$ cat src/rtl/alu_slice_pkg.sv
package alu_slice_pkg;

   // Selection of the first arithmetic term, coded by fsel[1:0]
   typedef enum logic [1:0] {
      XT_A       = 2'd0,
      XT_A_OR_B  = 2'd1,
      XT_A_OR_NB = 2'd2,
      XT_ONES    = 2'd3
   } xterm_e;

   // Selection of the second arithmetic term, coded by fsel[3:2]
   typedef enum logic [1:0] {
      YT_ZERO     = 2'd0,
      YT_A_AND_NB = 2'd1,
      YT_A_AND_B  = 2'd2,
      YT_A        = 2'd3
   } yterm_e;

   localparam int unsigned FSEL_W  = 4;
   localparam logic [3:0]  SEL_SUB = 4'b0110;

endpackage

$ cat src/rtl/alu_term_gen.sv
module alu_term_gen
   import alu_slice_pkg::*;
#(
   parameter int unsigned WIDTH = 4
) (
   input  logic [WIDTH-1:0]  op_a,
   input  logic [WIDTH-1:0]  op_b,
   input  logic [FSEL_W-1:0] fsel,
   output logic [WIDTH-1:0]  term_x,
   output logic [WIDTH-1:0]  term_y
);

   xterm_e xs;
   yterm_e ys;

   assign xs = xterm_e'(fsel[1:0]);
   assign ys = yterm_e'(fsel[3:2]);

   // Per-bit term selection; term_y is always a subset of term_x
   for (genvar i = 0; i < WIDTH; i++) begin : g_bit
      always_comb begin
         unique case (xs)
            XT_A:       term_x[i] = op_a[i];
            XT_A_OR_B:  term_x[i] = op_a[i] | op_b[i];
            XT_A_OR_NB: term_x[i] = op_a[i] | ~op_b[i];
            default:    term_x[i] = 1'b1;
         endcase
      end

      always_comb begin
         unique case (ys)
            YT_ZERO:     term_y[i] = 1'b0;
            YT_A_AND_NB: term_y[i] = op_a[i] & ~op_b[i];
            YT_A_AND_B:  term_y[i] = op_a[i] & op_b[i];
            default:     term_y[i] = op_a[i];
         endcase
      end
   end

endmodule

$ cat src/rtl/alu_carry_la.sv
module alu_carry_la #(
   parameter int unsigned WIDTH = 4,
   parameter int unsigned GRP   = 2
) (
   input  logic [WIDTH-1:0] prop,
   input  logic [WIDTH-1:0] gen,
   input  logic             cin,
   output logic [WIDTH-1:0] bit_c,
   output logic             cout,
   output logic             grp_p,
   output logic             grp_g
);

   localparam int unsigned NG = WIDTH / GRP;

   logic [NG-1:0] sub_p;
   logic [NG-1:0] sub_g;
   logic [NG:0]   sub_c;

   // First level: propagate/generate of each sub-group, flattened
   for (genvar k = 0; k < NG; k++) begin : g_sub
      logic p_l;
      logic g_l;
      logic [GRP-1:0] c_l;

      always_comb begin
         logic acc;
         acc = 1'b1;
         g_l = 1'b0;
         for (int j = GRP - 1; j >= 0; j--) begin
            g_l = g_l | (gen[k*GRP + j] & acc);
            acc = acc & prop[k*GRP + j];
         end
         p_l = acc;
      end

      // Bit carries inside the sub-group from its own carry in
      always_comb begin
         for (int o = 0; o < GRP; o++) begin
            logic acc2;
            logic v;
            acc2 = 1'b1;
            v    = 1'b0;
            for (int j = o - 1; j >= 0; j--) begin
               v    = v | (gen[k*GRP + j] & acc2);
               acc2 = acc2 & prop[k*GRP + j];
            end
            c_l[o] = v | (acc2 & sub_c[k]);
         end
      end

      assign sub_p[k] = p_l;
      assign sub_g[k] = g_l;
      assign bit_c[k*GRP +: GRP] = c_l;
   end

   // Second level: carry into each sub-group straight from cin
   always_comb begin
      sub_c[0] = cin;
      for (int k = 1; k <= NG; k++) begin
         logic acc;
         logic v;
         acc = 1'b1;
         v   = 1'b0;
         for (int j = k - 1; j >= 0; j--) begin
            v   = v | (sub_g[j] & acc);
            acc = acc & sub_p[j];
         end
         sub_c[k] = v | (acc & cin);
      end
   end

   // Whole-slice terms, free of cin
   always_comb begin
      logic acc;
      acc   = 1'b1;
      grp_g = 1'b0;
      for (int j = NG - 1; j >= 0; j--) begin
         grp_g = grp_g | (sub_g[j] & acc);
         acc   = acc & sub_p[j];
      end
      grp_p = acc;
   end

   assign cout = sub_c[NG];

endmodule

$ cat src/rtl/alu_result.sv
module alu_result #(
   parameter int unsigned WIDTH = 4
) (
   input  logic [WIDTH-1:0] term_x,
   input  logic [WIDTH-1:0] term_y,
   input  logic [WIDTH-1:0] bit_c,
   input  logic             logic_mode,
   output logic [WIDTH-1:0] f,
   output logic             eq
);

   logic [WIDTH-1:0] half_sum;
   logic [WIDTH-1:0] c_eff;

   // term_y is contained in term_x, so this is their exclusive OR
   assign half_sum = term_x & ~term_y;
   // Logic mode forces every internal carry high, inverting the half sum
   assign c_eff    = logic_mode ? {WIDTH{1'b1}} : bit_c;
   assign f        = half_sum ^ c_eff;
   assign eq       = &f;

endmodule

$ cat src/rtl/alu_slice.sv
module alu_slice
   import alu_slice_pkg::*;
#(
   parameter int unsigned WIDTH   = 4,
   parameter int unsigned GRP     = 2,
   parameter bit          REG_OUT = 1'b0
) (
   input  logic             clk,
   input  logic             rst_n,
   input  logic [WIDTH-1:0] op_a,
   input  logic [WIDTH-1:0] op_b,
   input  logic [3:0]       fsel,
   input  logic             logic_mode,
   input  logic             carry_in,
   output logic [WIDTH-1:0] result,
   output logic             carry_out,
   output logic             grp_prop,
   output logic             grp_gen,
   output logic             all_ones
);

   localparam int unsigned NG = (GRP == 0) ? 1 : WIDTH / GRP;

   if (WIDTH < 1) begin : g_bad_width
      $error("alu_slice: WIDTH must be at least 1");
   end
   if (GRP < 1 || GRP > WIDTH) begin : g_bad_grp
      $error("alu_slice: GRP must lie in 1..WIDTH");
   end
   if (NG * GRP != WIDTH) begin : g_bad_split
      $error("alu_slice: WIDTH must be a multiple of GRP");
   end

   logic [WIDTH-1:0] tx, ty, bc, f_c;
   logic             co_c, p_c, g_c, eq_c;

   alu_term_gen #(.WIDTH(WIDTH)) u_terms (
      .op_a   (op_a),
      .op_b   (op_b),
      .fsel   (fsel),
      .term_x (tx),
      .term_y (ty)
   );

   alu_carry_la #(.WIDTH(WIDTH), .GRP(GRP)) u_carry (
      .prop  (tx),
      .gen   (ty),
      .cin   (carry_in),
      .bit_c (bc),
      .cout  (co_c),
      .grp_p (p_c),
      .grp_g (g_c)
   );

   alu_result #(.WIDTH(WIDTH)) u_res (
      .term_x     (tx),
      .term_y     (ty),
      .bit_c      (bc),
      .logic_mode (logic_mode),
      .f          (f_c),
      .eq         (eq_c)
   );

   if (REG_OUT) begin : g_reg
      always_ff @(posedge clk or negedge rst_n) begin
         if (!rst_n) begin
            result    <= '0;
            carry_out <= 1'b0;
            grp_prop  <= 1'b0;
            grp_gen   <= 1'b0;
            all_ones  <= 1'b0;
         end else begin
            result    <= f_c;
            carry_out <= co_c;
            grp_prop  <= p_c;
            grp_gen   <= g_c;
            all_ones  <= eq_c;
         end
      end
   end else begin : g_comb
      assign result    = f_c;
      assign carry_out = co_c;
      assign grp_prop  = p_c;
      assign grp_gen   = g_c;
      assign all_ones  = eq_c;
   end

endmodule

$ cat config.mk
export PLATFORM = sky130hd
export DESIGN_NAME = alu_slice
export DESIGN_NICKNAME = d
export VERILOG_FILES = /design/src/rtl/alu_slice_pkg.sv /design/src/rtl/alu_term_gen.sv /design/src/rtl/alu_carry_la.sv /design/src/rtl/alu_result.sv /design/src/rtl/alu_slice.sv
export SDC_FILE = /design/constraint.sdc
export NUM_CORES = 1
export LEC_CHECK = 0
export ABC_AREA = 1
export BUFFER_PORTS_ARGS = -buffer_cell sky130_fd_sc_hd__buf_2
export CORE_MARGIN = 3
export CORE_UTILIZATION = 30
export DETAILED_ROUTE_END_ITERATION = 10
export SLEW_MARGIN = 20
export SYNTH_ARGS = -nofsm -noshare
export SYNTH_HDL_FRONTEND = slang
export SYNTH_SLANG_ARGS = --single-unit
$ cat constraint.sdc
create_clock -name vclk -period 2.3
set_clock_uncertainty 0.05 [all_clocks]
set_input_delay 0.345 -clock vclk [all_inputs]
set_output_delay 0.345 -clock vclk [all_outputs]
set_load 0.02 [all_outputs]
Word-level counts from Yosys, hierarchy flattened

Cells that the tools add are included.

Add/sub/neg operators: 0
Multipliers: 0
Div/mod/pow operators: 0
Magnitude comparators: 0
Equal/unequal tests: 4
Shifts and indexed selects: 0
Multiplexer cells: 9
Bitwise gates (word level): 40
Reduce and logical (&&, ||, !) cells: 3

Operators with widths:

| kind               | count |
|---|---|
| $pmux 1 s3         | 8 |
| $and 1x1->1        | 18 |
| $or 1x1->1         | 15 |
| $and 4x4->4        | 1 |
| $eq 2x1->1 const B | 2 |
| $eq 2x2->1 const B | 2 |
| $logic_not 2->1    | 2 |
| $mux 4             | 1 |
| $not 1->1          | 4 |
| $not 4->4          | 1 |
| $reduce_and 4->1   | 1 |
| $xor 4x4->4        | 1 |

Register bits after elaboration: 0
Latch bits: 0
Memory bits (writable): 0
Bits in read-only memories: 0
Input bits: 16
Output and inout bits: 8
Logic and storage cells: 56
Memories: 0

Longest topological paths before layout

Word-level depth: 11
Depth in mapped cells: 14
Depth with buffers taken out: 14

Modules after synthesis

Synthesis repeated with hierarchy kept, for this count alone.

Cell total of the unflattened synthesis: 112
Area total of the unflattened synthesis: 553.0 µm²

Modules (own cells, without submodules):

| module       | times used | cells an instance | area each (µm²) | seq. area each (µm²) |
|---|---|---|---|---|
| alu_term_gen | 1          | 51                | 282.8           | 0.0 |
| alu_result   | 1          | 42                | 163.9           | 0.0 |
| alu_carry_la | 1          | 19                | 106.4           | 0.0 |

Worst setup path after synthesis

Ideal clock, no wire load.

Path type: in2out
From: in fsel[0]
To: out all_ones
Arrival: 1.787 ns
Path slack: 0.118 ns
Stages: 13
Cell sequence: inv_1 ha_1 nor2_2 nor2_1 nor2_1 nand2_1 nand3_1 nand3_1 nand2_1 nand2_1 nand2_1 nand2_1 nor2_1

Word-level cells in the longest chain between the ends: 10
Elaborated cells on any way between the ends: 20
Classes of those cells: eq/ne: 2; mux: 5; bitwise: 11; reduce/logical: 2

RTL lines:

| element                                   | RTL line                               | text |
|---|---|---|
| from (decl)                               | alu_slice.sv:12                        | `input logic [3:0] fsel,` |
| $eq 2x2->1, or another cell as far along  | alu_term_gen.sv:22                     | `unique case (xs)` |
| $pmux 1 s3                                | alu_term_gen.sv:22                     |  |
| $and 1x1->1, on equally long branches     | alu_carry_la.sv:31, alu_carry_la.sv:32 |  |
| $or 1x1->1 or $and 1x1->1 (tied branches) | alu_carry_la.sv:31, alu_carry_la.sv:69 |  |
| $or 1x1->1                                | alu_carry_la.sv:69                     | `sub_c[k] = v \| (acc & cin);` |
| $and 1x1->1                               | alu_carry_la.sv:48                     | `c_l[o] = v \| (acc2 & sub_c[k]);` |
| $or 1x1->1                                | alu_carry_la.sv:48                     |  |
| $mux 4                                    | alu_result.sv:18                       | `assign c_eff = logic_mode ? {WIDTH{1'b1}} : bit_c;` |
| $xor 4x4->4 *                             | alu_result.sv:19                       | `assign f = half_sum ^ c_eff;` |
| $reduce_and 4->1 *                        | alu_result.sv:20                       | `assign eq = &f;` |
| to (decl)                                 | alu_slice.sv:19                        | `output logic all_ones` |

Every way passes the cells marked *; elsewhere a longest branch is shown, timed or not.

Worst setup path in the final report

From: in fsel[1]
To: out all_ones

Same word-level chain as after synthesis.

==> impl_metrics.json <==
{
  "holdBufCountCts": 0,
  "rsz0062_at_grt": "yes",
  "worst_pin_slew_ns": 0.298,
  "nNetsFinal": 153,
  "leakage_nw": 0.463,
  "ys_seq_area_frac": 0,
  "grt_max_degree": 6,
  "clockBufferCount": 0,
  "status": "completed",
  "setup_viol": 0,
  "grt_pass1_vias": 534,
  "finalCritPeriodShare": 0.949,
  "cp_slowest_cell": "ha_4",
  "tns_ns": 0,
  "gp_congestion": 0.736,
  "syn_area_um2": 497,
  "initial_utilization": 0.326,
  "timing.slew.headroom": 0.800,
  "synth.net_count": 127,
  "syn_to_final_growth_pct": 49.1,
  "syn_avg_cell_area_um2": 4.69,
  "crit_chain": "buf_8 -> inv_4 -> ha_4 -> nor2_4 -> nor2_1 -> nor2_1 -> nand2_2 -> nand2_2 -> inv_2 -> nand2_1 -> nand2_1 -> nor2_1 -> nand3_1 -> nor2_1 -> buf_4",
  "dieHeight_um": 46.7,
  "fmax_mhz": 458,
  "multiInputGateArea_um2": 489,
  "die_w_um": 46.7,
  "hold_ws_ns": 1.04,
  "drt_wl_total_um": 1300,
  "max_stage_delay_ns": 0.20,
  "drive_gt1_frac": 0.338,
  "hpwl_um": 1080,
  "yosysWarnings": 0,
  "first_pass_iters": 4,
  "hold_path_class": "in -> out",
  "dieArea_um2": 2180,
  "cap_viol_max_count": 0,
  "antenna_found_initial": 0,
  "gr-total-overflow": 0,
  "route.detailed.drc": 0,
  "port_buffers": 22,
  "synth_cells": 106,
  "fillCellCount": 177,
  "gr-usage-all-layers": 0.116,
  "synthDistinctLibCells": 15,
  "core_area_um2": 1520,
  "grt_pass1_wl_um": 1990,
  "critPathMaxFanout": 4,
  "cp-start-kind": "primary input",
  "seq_cells": 0,
  "final_max_slew_viol_count": 0,
  "crit_arrival_ns": 1.79,
  "routed_via_density": 4.59,
  "end_kind": "output port",
  "hold_viol_final": 0,
  "rows": 14,
  "critPathKind": "in -> out",
  "postRouteAntennaNets": 0,
  "io_pins": 24,
  "drtIter0Drc": 9,
  "cp.required_ns": 1.90,
  "peakVddDrop_mv": 0.126,
  "p_per_area_nw_per_um2": 316,
  "antennaDiodeCount": 0,
  "wl_per_cell_um": 8.90,
  "vias": 670,
  "regArea_um2": 0,
  "min_period_ns": 2.18,
  "crit_top_cell": "nor2_1"
}
-- synthesized netlist by cell type --
cell type  number  area [um^2]
xor2_1          3         26.3
xnor2_1         1         8.76
a21boi_0        1         7.51
nand3_1        13         65.1
nor2_2          1         6.26
a21oi_1         1         5.00
ha_1            5         62.6
o211ai_1        1         7.51
o21ai_0         2         10.0
and2_1          1         6.26
inv_2           1         3.75
nor2_1         12         45.0
inv_1          21         78.8
nand2_1        42          158
nand4_1         1         6.26
-- cells in the final DEF (no fill, tap or decap) --
cell type	netlist	layout
ha_2	0	1
nand4_1	1	1
ha_4	0	2
nand3_1	13	10
xnor2_1	1	1
nand3_4	0	1
xor2_1	3	3
a21oi_1	1	1
ha_1	5	2
a21boi_0	1	1
nor2_4	0	1
inv_4	0	2
buf_6	0	1
o211ai_1	1	1
and2_1	1	1
nor2_1	12	11
inv_1	21	17
nor2_2	1	1
buf_8	0	1
inv_2	1	3
buf_4	0	3
buf_2	0	19
o21ai_0	2	2
nand2_1	42	35
nand3_2	0	2
nand2_2	0	7
-- per-stage QoR --
step	std cells	setup WS, ns	power, mW	instance area, um^2	utilization
2_1_floorplan	106	0.118	0.141	497	-
4_1_cts	145	0.00873	0.201	634	0.416
3_5_place_dp	145	-0.0119	0.201	634	0.416
3_3_place_gp	145	0.0109	0.198	634	0.416
5_1_grt	146	-0.0371	0.264	741	0.486
6_report	146	0.118	0.234	741	0.486
-- routing by layer --
layer | global-route usage | up-vias | part of all wire
met3 | 0 | 0 | 0.027
li1 | - | 371 | -
met1 | 0.164 | 287 | 0.47
met5 | 0 | - | 0
met2 | 0.209 | 12 | 0.50
met4 | 0 | 0 | 0
-- critical path: cells and delay by family --
family | cells | cell delay (ns)
simple gates | 10 | 0.92
fa+ha+maj | 1 | 0.20
buf+inv | 4 | 0.32
-- timing repair --
action,CTS,global route
endpoints found under the setup margin,1,5
gates resized for setup,0,27
buffers inserted,0,1
endpoints found under the hold margin,0,0
pin swaps,1,10
-- area by class of cell --
type | instances | share of cell area
Timing Repair Buffer | 24 | 0.194
Inverter | 22 | 0.118
Tap cell | 16 | 0.0270
Multi-Input combinational cell | 84 | 0.660
-- cell families (layout without fill, tap and decap cells) --
logic type / count (synthesis) / after routing / share of synthesized area
AO/OA/AOI/OAI: 5 / 5 / 0.0605
XOR/XNOR: 4 / 4 / 0.0705
adder cells (fa/ha/maj): 5 / 5 / 0.126
buffers and inverters: 22 / 46 / 0.166
AND/OR/NAND/NOR: 70 / 70 / 0.577
-- worst paths after layout --
kind / start / end / slack, ns / cells past startpoint
max: fsel[1] / all_ones / 0.12 / 15
min: carry_in / carry_out / 1.04 / 4
-- where the power goes --
part           internal, mW  total, mW  switching [mW]  leakage (nW)
logic                0.0926      0.234           0.141         0.463
clock network             0          0               0             0
registers                 0          0               0             0
Note: power is estimated with default switching activity, not from simulation.
